<file path="src/rtl/svm7_pkg.sv">
package svm7_pkg;

    localparam int NUM_LEGS   = 3;
    localparam int NUM_EDGES  = 6;
    localparam logic [1:0] RANK_NEVER = 2'd3;

    // Rank of a leg: 0 turns on first (longest high), 2 turns on last.
    typedef logic [NUM_LEGS-1:0][1:0] rank_set_t;

    // Index 0 = leg A, 1 = leg B, 2 = leg C.
    function automatic rank_set_t sector_ranks(input logic [2:0] sect);
        rank_set_t r;
        case (sect)
            3'd1:    begin r[0] = 2'd0; r[1] = 2'd1; r[2] = 2'd2; end
            3'd2:    begin r[0] = 2'd1; r[1] = 2'd0; r[2] = 2'd2; end
            3'd3:    begin r[0] = 2'd2; r[1] = 2'd0; r[2] = 2'd1; end
            3'd4:    begin r[0] = 2'd2; r[1] = 2'd1; r[2] = 2'd0; end
            3'd5:    begin r[0] = 2'd1; r[1] = 2'd2; r[2] = 2'd0; end
            3'd6:    begin r[0] = 2'd0; r[1] = 2'd2; r[2] = 2'd1; end
            default: begin r[0] = RANK_NEVER; r[1] = RANK_NEVER; r[2] = RANK_NEVER; end
        endcase
        return r;
    endfunction

endpackage

</file>
<file path="src/rtl/svm7_edges.sv">
module svm7_edges
    import svm7_pkg::*;
#(
    parameter int TW = 12,
    parameter int EW = TW + 2
) (
    input  logic [2:0]                     sector_i,
    input  logic [TW-1:0]                  ta_i,
    input  logic [TW-1:0]                  tb_i,
    input  logic [TW-1:0]                  t0_i,
    output logic [NUM_EDGES-1:0][EW-1:0]   edges_o,
    output logic [EW-1:0]                  last_o,
    output rank_set_t                      ranks_o
);

    logic [EW-1:0] half_a, half_b, quarter0, first_len, second_len, total;

    always_comb begin
        half_a   = EW'(ta_i >> 1);
        half_b   = EW'(tb_i >> 1);
        quarter0 = EW'(t0_i >> 2);
        total    = EW'(ta_i) + EW'(tb_i) + EW'(t0_i);
        // Odd sectors visit the ta vector first, even sectors the tb vector.
        first_len  = sector_i[0] ? half_a : half_b;
        second_len = sector_i[0] ? half_b : half_a;

        edges_o[0] = quarter0;
        edges_o[1] = edges_o[0] + first_len;
        edges_o[2] = edges_o[1] + second_len;
        edges_o[3] = total - edges_o[2];
        edges_o[4] = edges_o[3] + second_len;
        edges_o[5] = edges_o[4] + first_len;

        last_o  = (total == '0) ? '0 : total - EW'(1);
        ranks_o = sector_ranks(sector_i);
    end

endmodule

</file>
<file path="src/rtl/svm7_leg_decode.sv">
module svm7_leg_decode
    import svm7_pkg::*;
#(
    parameter int EW = 14
) (
    input  logic [EW-1:0]                  tick_i,
    input  logic [NUM_EDGES-1:0][EW-1:0]   edges_i,
    input  rank_set_t                      ranks_i,
    output logic [NUM_LEGS-1:0]            leg_o
);

    for (genvar g = 0; g < NUM_LEGS; g++) begin : g_leg
        logic       leg_on;
        logic [2:0] rise_idx, fall_idx;

        always_comb begin
            rise_idx = {1'b0, ranks_i[g]};
            fall_idx = 3'd5 - rise_idx;
            leg_on   = 1'b0;
            if (ranks_i[g] != RANK_NEVER) begin
                leg_on = (tick_i >= edges_i[rise_idx]) && (tick_i < edges_i[fall_idx]);
            end
        end

        assign leg_o[g] = leg_on;
    end

endmodule

</file>
<file path="src/rtl/svm7_gate_seq.sv">
module svm7_gate_seq
    import svm7_pkg::*;
#(
    parameter int TW = 12
) (
    input  logic          clk,
    input  logic          rst_n,
    input  logic [2:0]    sector_i,
    input  logic [TW-1:0] ta_i,
    input  logic [TW-1:0] tb_i,
    input  logic [TW-1:0] t0_i,
    output logic [2:0]    leg_o,
    output logic          start_o
);

    localparam int EW = TW + 2;

    typedef struct packed {
        logic                          run;
        logic [EW-1:0]                 tick;
        logic [EW-1:0]                 last;
        logic [NUM_EDGES-1:0][EW-1:0]  edges;
        rank_set_t                     ranks;
        logic                          strt;
    } core_t;

    core_t                         core_d, core_q;
    logic [NUM_LEGS-1:0]           leg_d, leg_q;
    logic [NUM_EDGES-1:0][EW-1:0]  new_edges;
    logic [EW-1:0]                 new_last;
    rank_set_t                     new_ranks;

    svm7_edges #(.TW(TW), .EW(EW)) i_edges (
        .sector_i (sector_i),
        .ta_i     (ta_i),
        .tb_i     (tb_i),
        .t0_i     (t0_i),
        .edges_o  (new_edges),
        .last_o   (new_last),
        .ranks_o  (new_ranks)
    );

    always_comb begin
        core_d      = core_q;
        core_d.strt = 1'b0;
        if (!core_q.run || core_q.tick == core_q.last) begin
            core_d.run   = 1'b1;
            core_d.tick  = '0;
            core_d.last  = new_last;
            core_d.edges = new_edges;
            core_d.ranks = new_ranks;
            core_d.strt  = 1'b1;
        end else begin
            core_d.tick = core_q.tick + EW'(1);
        end
    end

    svm7_leg_decode #(.EW(EW)) i_decode (
        .tick_i  (core_d.tick),
        .edges_i (core_d.edges),
        .ranks_i (core_d.ranks),
        .leg_o   (leg_d)
    );

    always_ff @(posedge clk or negedge rst_n) begin
        if (!rst_n) begin
            core_q <= '0;
            leg_q  <= '0;
        end else begin
            core_q <= core_d;
            leg_q  <= leg_d;
        end
    end

    assign leg_o   = leg_q;
    assign start_o = core_q.strt;

    // Helper for the step check: a valid sector with all seven steps non-empty.
    logic segs_ok;
    always_comb begin
        segs_ok = (core_q.ranks[0] != RANK_NEVER)
               && (core_q.edges[0] != '0)
               && (core_q.edges[1] > core_q.edges[0])
               && (core_q.edges[2] > core_q.edges[1])
               && (core_q.edges[3] > core_q.edges[2]);
    end

    AST_TICK_IN_PERIOD: assert property (@(posedge clk) disable iff (!rst_n)
        core_q.run |-> core_q.tick <= core_q.last);

    AST_HOLD_MID_PERIOD: assert property (@(posedge clk) disable iff (!rst_n)
        core_q.run && core_q.tick != core_q.last |=>
            $stable(core_q.edges) && $stable(core_q.ranks) && $stable(core_q.last));

    AST_OUTER_ALL_LOW: assert property (@(posedge clk) disable iff (!rst_n)
        core_q.run && (core_q.tick < core_q.edges[0] || core_q.tick >= core_q.edges[5])
            |-> leg_q == 3'b000);

    AST_CENTRE_ALL_HIGH: assert property (@(posedge clk) disable iff (!rst_n)
        core_q.run && core_q.ranks[0] != RANK_NEVER
            && core_q.tick >= core_q.edges[2] && core_q.tick < core_q.edges[3]
            |-> leg_q == 3'b111);

    AST_BAD_SECTOR_LOW: assert property (@(posedge clk) disable iff (!rst_n)
        core_q.run && core_q.ranks[0] == RANK_NEVER |-> leg_q == 3'b000);

    AST_ONE_LEG_STEP: assert property (@(posedge clk) disable iff (!rst_n)
        $past(core_q.run && segs_ok) && segs_ok
            |-> $countones(leg_q ^ $past(leg_q)) <= 1);

endmodule

</file>
<file path="config.mk">
export PLATFORM = sky130hd
export DESIGN_NAME = svm7_gate_seq
export DESIGN_NICKNAME = d
export VERILOG_FILES = /design/src/rtl/svm7_pkg.sv /design/src/rtl/svm7_edges.sv /design/src/rtl/svm7_leg_decode.sv /design/src/rtl/svm7_gate_seq.sv
export SDC_FILE = /design/constraint.sdc
export NUM_CORES = 1
export LEC_CHECK = 0
export BUFFER_PORTS_ARGS = -buffer_cell sky130_fd_sc_hd__buf_2
export CAP_MARGIN = 20
export CORE_MARGIN = 3
export CORE_UTILIZATION = 35
export CTS_CLUSTER_DIAMETER = 30
export CTS_CLUSTER_SIZE = 20
export DETAILED_ROUTE_END_ITERATION = 8
export GPL_TIMING_DRIVEN = 1
export PLACE_DENSITY_LB_ADDON = 0.2
export REMOVE_ABC_BUFFERS = 1
export SLEW_MARGIN = 10
export SYNTH_ARGS = -nofsm -noshare
export SYNTH_HDL_FRONTEND = slang
export SYNTH_SLANG_ARGS = --single-unit
</file>
<file path="constraint.sdc">
create_clock -name clk -period 8.42 [get_ports clk]
set_clock_uncertainty 0.05 [all_clocks]
set_input_delay 0.842 -clock clk [delete_from_list [all_inputs] [get_ports clk]]
set_output_delay 0.842 -clock clk [all_outputs]
set_load 0.005 [all_outputs]
</file>
== Word-level counts from Yosys, hierarchy flattened ==
Index checks and enable logic that the tools add are counted.

* Register bits after elaboration: 123
* Bits in latches: 0
* Bits in writable memories: 0
* ROM bits: 0
* Bits of input ports: 41
* Output and inout port bits: 4
* Logic and storage cells: 75
* Memories: 0

* Add/sub/neg operators: 12
* $mul: 0
* Divide/modulo/power cells: 0
* Order comparisons: 12
* Eq/ne operators: 10
* Shifts and indexed selects: 0
* Mux-type cells: 21
* Bitwise gates (word level): 0
* Reduce and logical (&&, ||, !) cells: 6

{| class="wikitable"
|+ Operator list
! cell !! number
|-
| $bmux W14 S3 || 3
|-
| $mux W14 || 8
|-
| $mux W91 || 1
|-
| $bmux W14 S2 || 3
|-
| $add A14 B14 Y14 || 3
|-
| $ge A14 B14 Y1 || 3
|-
| $lt A14 B14 Y1 || 3
|-
| $pmux W6 S6 || 1
|-
| $mux W11 || 2
|-
| $add A10 B14 Y14 || 1
|-
| $add A14 B1 Y14 const B || 1
|-
| $add A14 B12 Y14 || 1
|-
| $eq A14 B14 Y1 || 1
|-
| $logic_not A14 Y1 || 1
|-
| $sub A14 B1 Y14 const B || 1
|-
| $sub A14 B14 Y14 || 1
|-
| $add A12 B12 Y13 || 1
|-
| $lt A2 B4 Y1 const B || 3
|-
| $lt A3 B4 Y1 const B || 3
|-
| $eq A3 B3 Y1 const B || 3
|-
| $sub A3 B2 Y3 const A || 3
|-
| $eq A3 B2 Y1 const B || 2
|-
| $ne A2 B2 Y1 const B || 3
|-
| $eq A3 B1 Y1 const B || 1
|-
| other kinds (4) || 8
|}

== Logic depth before layout (Yosys ltp) ==
* Depth in word-level cells: 13
* Depth in mapped cells: 44
* Mapped depth without buffers: 42

== By module ==
Synthesis repeated with hierarchy kept, for this count alone.

* Cell total of the unflattened synthesis: 1,194
* Area, all modules: 12,877.4 um^2

{| class="wikitable"
|+ By module, submodules not included
! module !! times used !! cells an instance !! area an instance (um^2) !! sequential area each (um^2)
|-
| svm7_gate_seq || 1 || 312 || 4,842.1 || 3,078.0
|-
| svm7_leg_decode || 1 || 382 || 4,031.4 || 0.0
|-
| svm7_edges || 1 || 500 || 4,003.8 || 0.0
|}

== Worst setup path after synthesis ==
OpenSTA, ideal clock, no wires.

* Path type: input -> register
* Start point: in sector_i[0]
* End point: reg leg_q[0], in the netlist leg_o[0]
* Library setup time: 66 ps
* Arrival time: 8,784 ps
* Data required time: 8,304 ps
* Slack: -480 ps
* Stages: 43
* Cell sequence: clkbuf_1 > clkbuf_1 > mux2i_1 > inv_1 > fa_1 > a21o_1 > a21oi_1 > xnor2_1 > ha_1 > and3_1 > a221oi_2 > xnor2_1 > inv_1 > ha_1 > o21ai_0 > a31oi_1 > nor2_1 > maj3_1 > (+7 left out) > nand3_1 > nand2_1 > a41oi_1 > nor2b_1 > xor2_1 > nand2_1 > o21ai_0 > mux4_2 > ha_1 > nor2b_1 > o21ai_0 > nand2b_1 > a21oi_1 > nor2b_1 > o21ai_0 > o211ai_1 > a21oi_1 > and3_1

* Word-level cells in the longest chain between the ends: 12

{| class="wikitable"
|+ Ends and longest elaborated chain
! item !! RTL line !! source
|-
| start, declared || svm7_gate_seq.sv:8 || <nowiki>input logic [2:0] sector_i,</nowiki>
|-
| $mux W11 || svm7_edges.sv:24 || <nowiki>first_len = sector_i[0] ? half_a : half_b;</nowiki>
|-
| $add A10 B14 Y14 || svm7_edges.sv:28 || <nowiki>edges_o[1] = edges_o[0] + first_len;</nowiki>
|-
| $add A14 B14 Y14 || svm7_edges.sv:29 || <nowiki>edges_o[2] = edges_o[1] + second_len;</nowiki>
|-
| $sub A14 B14 Y14 || svm7_edges.sv:30 || <nowiki>edges_o[3] = total - edges_o[2];</nowiki>
|-
| $add A14 B14 Y14 || svm7_edges.sv:31 || <nowiki>edges_o[4] = edges_o[3] + second_len;</nowiki>
|-
| $add A14 B14 Y14 || svm7_edges.sv:32 || <nowiki>edges_o[5] = edges_o[4] + first_len;</nowiki>
|-
| $mux W91 * || svm7_gate_seq.sv:46 || <nowiki>if (!core_q.run || core_q.tick == core_q.last) begin</nowiki>
|-
| $bmux W14 S3 || svm7_leg_decode.sv:21 || <nowiki>leg_on = (tick_i >= edges_i[rise_idx]) && (tick_i < edges_i[fall_idx]);</nowiki>
|-
| $mux W14 (implied by the code) || svm7_leg_decode.sv:21 ||
|-
| $lt A14 B14 Y1 || svm7_leg_decode.sv:21 ||
|-
| $logic_and A1 B1 Y1 || svm7_leg_decode.sv:21 ||
|-
| $mux W1 * || svm7_leg_decode.sv:20 || <nowiki>if (ranks_i[g] != RANK_NEVER) begin</nowiki>
|-
| via i_decode.g_leg[0].leg_on || svm7_leg_decode.sv:13 || <nowiki>logic leg_on;</nowiki>
|-
| end signal, assigned || svm7_gate_seq.sv:71 || <nowiki>leg_q <= leg_d;</nowiki>
|-
| end, declared || svm7_gate_seq.sv:28 || <nowiki>logic [NUM_LEGS-1:0] leg_d, leg_q;</nowiki>
|}

Mark *: on every way through the listed nets, which the timed path passes. The rest lies on a longest branch. The select of a mux whose other input is x is not followed.
A chain may end at the register's enable or synchronous reset.

== Worst setup path in the final report ==
* Start point: in sector_i[0]
* End point: reg leg_q[2], in the netlist leg_o[2]

* Word-level cells in the longest chain between the ends: 12

{| class="wikitable"
|+ Ends and longest elaborated chain
! item !! RTL line
|-
| $mux W11 || svm7_edges.sv:24
|-
| $add A10 B14 Y14 || svm7_edges.sv:28
|-
| $add A14 B14 Y14 || svm7_edges.sv:29
|-
| $sub A14 B14 Y14 || svm7_edges.sv:30
|-
| $add A14 B14 Y14 || svm7_edges.sv:31
|-
| $add A14 B14 Y14 || svm7_edges.sv:32
|-
| $mux W91 * || svm7_gate_seq.sv:46
|-
| $bmux W14 S3 || svm7_leg_decode.sv:21
|-
| $mux W14 (implied by the code) || svm7_leg_decode.sv:21
|-
| $lt A14 B14 Y1 || svm7_leg_decode.sv:21
|-
| $logic_and A1 B1 Y1 || svm7_leg_decode.sv:21
|-
| $mux W1 * || svm7_leg_decode.sv:20
|-
| via i_decode.g_leg[2].leg_on || svm7_leg_decode.sv:13
|}

Marked as above.

==> Flow_metrics.wiki <==
{| class="wikitable"
! Metric !! Value
|-
| Result of the run || finished clean
|-
| Fraction of final layout cells with drive strength greater than 1 || 0.226
|-
| Fill count || around 3700
|-
| Area share of the largest cell type after synthesis || 0.233
|-
| Post-Synthesis Cell Area || between 10000 and 15000 µm²
|-
| Hold bufs inserted after CTS || 0
|-
| Detailed-route wire length || about 45000 µm
|-
| DRC viols || 0
|-
| Maximum clock frequency || ~120 MHz
|-
| Critical path class || input pin to flip-flop
|-
| Asr flop ratio synth || 1.00
|-
| Leading cell types by total area after synthesis || dfrtp_1, ha_1, mux2i_1, nand2_1, a21oi_1
|-
| CTS tree || built
|-
| Total grt overflow || 0
|-
| Initial antenna violation count || 0
|-
| Number of nets at the end of the flow || approximately 2000
|-
| Routed len/inst || ~20 µm
|-
| Max clock buf depth || 2
|-
| Crit Path Max Fanout || 7
|-
| Via density per instance || about 5.4
|-
| Antenna Cells || 0
|-
| Cell types with the highest counts after synthesis || nand2_1, ha_1, nor2_1, dfrtp_1, a21oi_1
|-
| Most used flip-flop cell after synthesis || dfrtp_1
|-
| Maxcap violations || 0
|-
| Endpoint arrival time on the critical path || around 8.3 ns
|-
| Reg clk slew, reported paths || about 0.07 ns
|-
| Setup TNS after final layout || 0 ns
|-
| Pre-CTS WS || -0.714 ns
|-
| Synth area leader || dfrtp_1
|-
| HPWL Detailed || 34700 µm
|-
| Drt pass-1 iters || 6
|-
| Number of failing hold endpoints at the final stage || 0
|-
| Routability congestion estimate || ~0.90
|-
| 1st-iter DRT viols || 935
|-
| Post-route minimum period || 8.06 ns
|-
| Via count of the first global-routing pass || around 12000
|-
| Startpoint Class || input pin
|-
| Vertical die dimension || between 200 and 250 µm
|-
| Path category of the worst min-delay check || input pin to async pin
|-
| Number of H-tree branching levels || 4
|-
| Antenna-violating nets left || 0
|-
| Largest net degree at the start of global routing || 110
|-
| Final worst-path setup slack || around 0.36 ns
|-
| Inserted Clock Buffers || 17
|-
| Worst relative slew slack || 0.354
|-
| Synth Warn # || 0
|-
| IO buf count || 44
|-
| Most numerous cell on the critical path || buf_4
|-
| Synthesized instance count || approximately 1600
|-
| Final setup violation count || 0
|-
| Layout overhead on the synthesized area || 24.3%
|-
| Placement row count || 70
|-
| Core region area || about 37000 µm²
|-
| Worst Setup End Kind || flip-flop
|-
| Total global routing track utilization || 0.219
|-
| Clock Tree Root || clkbuf_16
|-
| Crit share post-route || 0.957
|-
| Register area share after synthesis || 0.233
|-
| CP max stage delay || approximately 0.35 ns
|-
| Worst endpoint required time || just under 9 ns
|-
| Wire length of the first global-routing pass || around 69000 µm
|-
| Starting utilization of the core area || 0.358
|-
| Clk Latency, worst-skew pair || 0.44 ns
|-
| Actual slew at the worst max-slew pin || ~0.97 ns
|-
| Crit-path slowest cell || maj3_2
|-
| Number of storage elements in the synthesis netlist || 123
|-
| Mean instance size in the synthesized netlist || about 8.3 µm²
|-
| Number of unique standard cell types used by synthesis || 81
|-
| Full die area || 40200 µm²
|-
| Via count || approximately 13000
|-
| Final count of pins violating max slew || 0
|-
| Die outline width || between 200 and 250 µm
|-
| Number of synthesized flops with an enable pin || 0
|-
| I/O pin count || 45
|-
| Count leader, synth || nand2_1
|-
| # clock sinks || 123
|}
-- final timing paths --
| kind | startpoint | endpoint | slack, ns | cells after the start |
|---|---|---|---|---|
| worst max-delay path | sector_i[0] | leg_o[2]$_DFF_PN0_ | 0.36 | 42 |
| worst min-delay path | rst_n | core_q[11]$_DFF_PN0_ | 0.31 | 1 |
| worst max register to register | core_q[103]$_DFFE_PN0N_ | leg_o[2]$_DFF_PN0_ | 2.06 | 23 |
| worst min register to register | core_q[86]$_DFF_PN0_ | core_q[86]$_DFF_PN0_ | 0.46 | 2 |
| max in group asynchronous | rst_n | core_q[63]$_DFF_PN0_ | 6.86 | 3 |
| min in group clk | core_q[86]$_DFF_PN0_ | core_q[86]$_DFF_PN0_ | 0.46 | 2 |
-- cells by family (layout without fill, tap and decap cells) --
| kind of cell | count (synthesis) | in the layout | synth area share |
|---|---|---|---|
| buffers and inverters | 188 | 405 | 0.0565 |
| muxes | 105 | 105 | 0.100 |
| xor gates and xnor gates | 114 | 114 | 0.0790 |
| AOI/OAI and AO/OA | 436 | 436 | 0.211 |
| adders and majority gates | 171 | 171 | 0.165 |
| other | 1 | 1 | 0.000283 |
| and+or+nand+nor | 452 | 452 | 0.155 |
| DFF | 123 | 123 | 0.233 |
-- registers in the layout (all words and copies together) (netlist names) --
register,count
core_q,119
leg_o,3
start_o,1
-- timing repair --
action	CTS	global route
setup buffers	2	8
pin swaps	4	29
endpoints found under the hold margin	0	0
gates cloned	0	0
resized for setup	7	54
endpoints found under the setup margin	3	3
-- through the flow --
stage	area (µm²)	cells	hold slack [ns]	util
after floorplan	12900	1520	0.397	-
after detailed placement	15400	2268	0.446	0.415
after global placement	15400	2268	0.440	0.415
final	16400	2311	0.306	0.445
after global routing	16400	2311	0.315	0.445
after CTS	16100	2302	0.307	0.435
-- layout make-up --
| cell class | count | area [µm²] | area share |
|---|---|---|---|
| inverter | 118 | 455 | 0.0277 |
| clock inverter | 13 | 238 | 0.0145 |
| timing repair buffer | 255 | 1840 | 0.112 |
| multi-input combinational | 1279 | 9750 | 0.593 |
| sequential | 123 | 3080 | 0.187 |
| tap | 504 | 631 | 0.0383 |
| clock buffer | 19 | 453 | 0.0275 |
-- metal layers --
| metal | up-vias | share of wire | track usage | wire length (µm) |
|---|---|---|---|---|
| met3 | 54 | 0.053 | 0.0417 | 2390 |
| met2 | 355 | 0.46 | 0.357 | 20800 |
| li1 | 6097 | - | - | - |
| met1 | 6020 | 0.47 | 0.304 | 21300 |
| met4 | 0 | 0.018 | 0.0464 | 804 |
| met5 | - | 0 | 0 | 0 |
-- worst max-delay path, delay by kind of cell --
family          cells  cell delay (ns)
mux                 2             0.44
simple gates        7             0.97
compound gates     16             2.70
xor+xnor            4             0.72
fa+ha+maj           6             1.76
buf+inv             7             0.87
-- cells in the final DEF, fill, tap and decap left out, types with 34 or more instances in the layout --
cell type,instances
buf_4,210
nand2_1,164
ha_1,155
nor2_1,143
dfrtp_1,123
inv_1,113
a21oi_1,106
o21ai_0,79
mux2i_1,59
xor2_1,51
xnor2_1,50
buf_2,42
a211oi_1,39
a21o_1,34
Power is left out: the tool's default activity adds up to more than one toggle a clock period on the data nets, which glitch-free logic cannot reach.
